[src/rtl/hexline_cmd_parser.sv]
module hexline_cmd_parser #(
  parameter int MAX_BYTES = 32,
  parameter int unsigned TIMEOUT_CYC = 97_627_200
) (
  input  logic       clk,
  input  logic       rst_n,
  input  logic       rx_valid,
  input  logic [7:0] rx_char,
  output logic       fr_valid,
  output logic [7:0] fr_data,
  output logic [3:0] fr_nbits,
  output logic       fr_first,
  output logic       fr_last,
  output logic       carrier_en
);
  localparam int CW = $clog2(MAX_BYTES + 1);
  localparam int IW = (MAX_BYTES > 1) ? $clog2(MAX_BYTES) : 1;
  localparam int TW = $clog2(TIMEOUT_CYC + 1);

  logic [7:0]    line_mem [MAX_BYTES];
  logic [CW-1:0] wcnt, rlen;
  logic [IW-1:0] ridx;
  logic [3:0]    hi_nib, nib;
  logic [1:0]    ndig;
  logic          colon, bad, prev_cr, busy, is_hex;
  logic [2:0]    pbits, rpbits;
  logic [TW-1:0] tmr;

  wire is_cr  = rx_char == 8'h0D;
  wire is_lf  = rx_char == 8'h0A;
  wire is_sp  = rx_char == 8'h20;
  wire is_col = rx_char == 8'h3A;
  wire eol    = rx_valid && (is_cr || is_lf) && !(is_lf && prev_cr);
  wire eol_ok = !bad && ndig != 2'd1 && !(colon && pbits == 3'd0);
  wire wr_en  = rx_valid && is_hex && !colon && ndig == 2'd1 && wcnt < CW'(MAX_BYTES);
  wire rd_last = (CW'(ridx) + CW'(1)) == rlen;

  assign carrier_en = tmr != '0;

  always_comb begin
    is_hex = 1'b1;
    nib    = rx_char[3:0];
    if (rx_char >= 8'h30 && rx_char <= 8'h39) nib = rx_char[3:0];
    else if ((rx_char >= 8'h41 && rx_char <= 8'h46) || (rx_char >= 8'h61 && rx_char <= 8'h66))
      nib = rx_char[3:0] + 4'd9;
    else begin
      is_hex = 1'b0;
      nib    = 4'd0;
    end
  end

  always_ff @(posedge clk)
    if (wr_en) line_mem[wcnt[IW-1:0]] <= {hi_nib, nib};

  always_ff @(posedge clk or negedge rst_n) begin
    if (!rst_n) begin
      wcnt <= '0; hi_nib <= '0; ndig <= '0; colon <= 1'b0; pbits <= '0;
      bad <= 1'b0; prev_cr <= 1'b0; tmr <= '0;
    end else begin
      if (tmr != '0) tmr <= tmr - TW'(1);
      if (rx_valid) begin
        prev_cr <= is_cr;
        if (is_cr || is_lf) begin
          if (eol && eol_ok) tmr <= TW'(TIMEOUT_CYC);
          wcnt <= '0; ndig <= '0; colon <= 1'b0; pbits <= '0; bad <= 1'b0;
        end else if (is_sp) begin
          if (ndig == 2'd1 || (colon && pbits == 3'd0)) bad <= 1'b1;
          ndig <= '0;
        end else if (is_col) begin
          if (ndig != 2'd2 || colon) bad <= 1'b1;
          colon <= 1'b1;
        end else if (is_hex) begin
          if (colon) begin
            if (pbits == 3'd0 && ndig == 2'd2 && nib != 4'd0 && !nib[3]) pbits <= nib[2:0];
            else bad <= 1'b1;
          end else if (ndig == 2'd0) begin
            hi_nib <= nib;
            ndig   <= 2'd1;
          end else if (ndig == 2'd1) begin
            if (wcnt == CW'(MAX_BYTES)) bad <= 1'b1;
            else wcnt <= wcnt + CW'(1);
            ndig <= 2'd2;
          end else bad <= 1'b1;
        end else bad <= 1'b1;
      end
    end
  end

  always_ff @(posedge clk or negedge rst_n) begin
    if (!rst_n) begin
      busy <= 1'b0; ridx <= '0; rlen <= '0; rpbits <= '0;
      fr_valid <= 1'b0; fr_data <= '0; fr_nbits <= '0; fr_first <= 1'b0; fr_last <= 1'b0;
    end else begin
      fr_valid <= busy;
      fr_first <= busy && ridx == '0;
      fr_last  <= busy && rd_last;
      if (busy) begin
        fr_data  <= line_mem[ridx];
        fr_nbits <= (rd_last && rpbits != 3'd0) ? {1'b0, rpbits} : 4'd8;
        ridx     <= ridx + IW'(1);
        if (rd_last) busy <= 1'b0;
      end
      if (eol && eol_ok && wcnt != '0) begin
        busy   <= 1'b1;
        ridx   <= '0;
        rlen   <= wcnt;
        rpbits <= pbits;
      end
    end
  end
endmodule


[config.mk]
export PLATFORM = sky130hd
export DESIGN_NAME = hexline_cmd_parser
export DESIGN_NICKNAME = d
export VERILOG_FILES = /design/src/rtl/hexline_cmd_parser.sv
export SDC_FILE = /design/constraint.sdc
export NUM_CORES = 1
export LEC_CHECK = 0
export ABC_AREA = 1
export CORE_MARGIN = 2
export CORE_UTILIZATION = 30
export CTS_BUF_LIST = sky130_fd_sc_hd__clkbuf_16
export CTS_CLUSTER_DIAMETER = 30
export DETAILED_ROUTE_END_ITERATION = 8
export DONT_BUFFER_PORTS = 1
export PLACE_DENSITY = 0.56
export SYNTH_ARGS = -nofsm -noshare
export SYNTH_HDL_FRONTEND = slang
export SYNTH_SLANG_ARGS = --single-unit
[constraint.sdc]
create_clock -name clk -period 2.06 [get_ports clk]
set_clock_uncertainty 0.05 [all_clocks]
set_input_delay 0.206 -clock clk [delete_from_list [all_inputs] [get_ports clk]]
set_output_delay 0.206 -clock clk [all_outputs]
set_load 0.005 [all_outputs]
==> results.md <==
* Worst VDD drop at 0.839 mV
* Initial core utilization at 30.2%
* Clk_lat worst skew at 0.56 ns
* Global-route wire length before repair at 58.6 mm
* Clk slew on worst S/H paths at 0.05 ns
* CTS Root Cell: clkbuf_16
* Hold Path Stages at 6
* Hold Path Class: primary input to flop
* Core ar. at 47400 sq um
* Worst slew margin at 61.6%
* GRT Total Usage at 15.2%
* Sink Count at 331
* Seq/Total Area, Yosys at 66.7%
* GP Congestion at 0.844
* Top sig layer: met4
* Tcrit/Tclk final at 101%
* Hold Slack at 0.0227 ns
* Largest net degree at the start of global routing at 76
* Drt first-iter violations at 802
* Most frequent cells in the layout: 256 x edfxtp_1, 215 x nor2_1, 164 x nand2_1, 143 x o21ai_0, 87 x buf_4
* Nets at 1426
* Worst Setup End Kind: primary output
* Startpoint Class: flop
* Core Rows at 80
* Mapped Cells at 1272
* Syn-to-layout area delta at 29.3%
* Hold endpoint: pbits[0]
* Port Buffer Count at 0
* DR WL/cell at 18.0 um
* Drt drc at 0
* Yosys cell types at 46
* Worst setup margin at -0.0262 ns
* Non-filler cells, final at 2075
* Syn Nets at 1294
* Met1 Routed Length at 16.5 mm
* Fmax at 479 MHz
* Post-Synthesis Mean Instance Area at 11.3 sq um
* Leakage at 7.23 nW
* Critical Setup Path Class: flop to primary output
* Die H at 223 um
* Placed cells at 1922
* PD cells at 1350 nW/um^2
* Slew Viols, Final at 0
* Final wirelength at 37.3 mm
* CP Data Arrival Time at 1.83 ns
* Top Ports at 27
* Pwr Total at 25.0 mW
* R2R setup slack at 0.10 ns
* Violated checks: negative setup slack
* Antenna violations before repair at 0
* TritonCTS buffer count at 73
* H-tree depth at 3
* RSZ-0062 raised after global routing: yes
* Worst Reg2Reg Path Length in Cells at 12
* Antenna cells at 0
* Met2 WL at 16.8 mm
* Layout cell share with drive strength beyond 1 at 21.4%
* Die W at 223 um
* Yosys warnings at 0
* Setup tns final at -0.0262 ns
* Clock Path Buffers at 3
* Vias in the first global route at 10500
* Pre-antenna DRT Iters at 6
* Met3 routed WL at 2.87 mm
* Commonest non-fill, non-tap cell in the layout: edfxtp_1
* Register bit total from synthesis at 331
* Hold_sp: rx_valid
* Vias per cell at 4.91
* Maxcap violations at 0
* GRT Residual Overflow at 0
* Final Util at 39.0%
* CP max FO at 5
* Reg2reg end: tmr[26]
* Critical Path RT at 1.80 ns
* Via count at 10200
* Status: complete, but fails checks
* Final hold vios at 0
* Worst flop-to-flop path startpoint: tmr[13]
* Worst-Margin Slew at 0.574 ns
* Crit path time final at 2.09 ns
* Setup violators final at 1
* CTS tree: done
* Final ANT Viol Nets at 0
* Die ar. at 49500 sq um
* HPWL after detailed placement at 23.5 mm
* Synthesized cell area at 14300 sq um
cells in the mapped netlist (all sizes together):
cell type  instances  area [sq um]
nor4               2          27.5
xor2              13           114
nand3b             2          15.0
dfrtp             75          1880
a211oi             4          40.0
o221ai            52           455
xnor2             10          87.6
buf               23           133
nor3b              2          20.0
nand2            184           773
inv               60           228
ha                11           138
nor2             245           965
nand3             70           378
o211ai            13          97.6
nand4              8          50.1
and2               1          6.26
o41ai              2          17.5
clkbuf            35           131
o31ai              1          7.51
a31o               2          17.5
a21oi             13          65.1
clkinv             2          7.51
o22ai             14          87.6
edfxtp           256          7690
or2                1          6.26
nor3              11          76.3
o21ai            156           781
a31oi              4          40.0
per-layer routing:
metal  vias to the layer above  GRT usage (%)
met1                      4970           20.8
met4                         0           6.52
met2                       304           23.0
li1                       4845              -
met3                        76           3.94
met5                         -              0
where the power goes:
| group | leakage (nW) | total [mW] | switching, mW | internal (mW) |
|---|---|---|---|---|
| clock network | 1.19 | 11.1 | 3.59 | 7.49 |
| registers | 3.54 | 7.77 | 0.326 | 7.44 |
| logic | 2.51 | 6.13 | 4.00 | 2.13 |
| total | 7.23 | 25.0 | 7.91 | 17.1 |
cells by family after synthesis:
group | Yosys count | synth area share (%)
flops | 331 | 66.7
fa+ha+maj | 11 | 0.961
simple gates | 526 | 16.2
compound gates | 261 | 11.2
xor+xnor | 23 | 1.41
buf+inv | 120 | 3.48
area by class of cell:
class / count / area [sq um]
repair buffers: 115 / 1080
clock inverters: 57 / 519
inverters: 62 / 241
well taps: 615 / 769
flip-flops and latches: 331 / 9570
multi-input cells: 821 / 4490
fillers: 4578 / 28900
clock buffers: 74 / 1850
worst max-delay path: stages (launching register included):
cell	delay, ns
dfrtp_1	0.43
nor2_2	0.19
nand2_2	0.10
nor2_4	0.13
nand2_1	0.07
nor2_2	0.11
nand2_2	0.09
buf_6	0.15
through the flow:
step | instance area [sq um] | setup WS (ns)
after floorplan | 14400 | -0.125
after global placement | 15700 | 0.000942
after detailed placement | 15700 | -0.0625
after CTS | 18300 | 0.000253
after global routing | 18500 | -0.135
final | 18500 | -0.0262
sequential cells by signal (all words and copies together), names as in the netlist:
register  cells
line_mem    256
tmr          27
fr_data       8
rlen          6
wcnt          6
ridx          5
fr_nbits      4
hi_nib        4
pbits         3
rpbits        3
ndig          2
bad           1
busy          1
colon         1
fr_first      1
fr_last       1
fr_valid      1
prev_cr       1
timing repair:
item / 4_1_cts / 5_1_grt
setup buffers: 12 / 4
pin swaps: 5 / 11
hold buffers: 7 / 0
setup endpoints to repair: 1 / 200
hold endpoints to repair: 92 / 0
gates resized for setup: 11 / 46
worst max path at each step:
stage                from               to  slack (ns)  cells past startpoint
2_1_floorplan  rx_char[1]  line_mem[28][0]       -0.12                     10
3_3_place_gp   rx_char[1]  line_mem[23][4]      0.0009                     12
3_5_place_dp   rx_char[1]  line_mem[23][0]       -0.06                     12
4_1_cts           tmr[13]       carrier_en      0.0003                      7
5_1_grt           tmr[13]       carrier_en       -0.14                      7
6_report          tmr[13]       carrier_en       -0.03                      7
No activity file was read; power rests on OpenSTA's default activity.
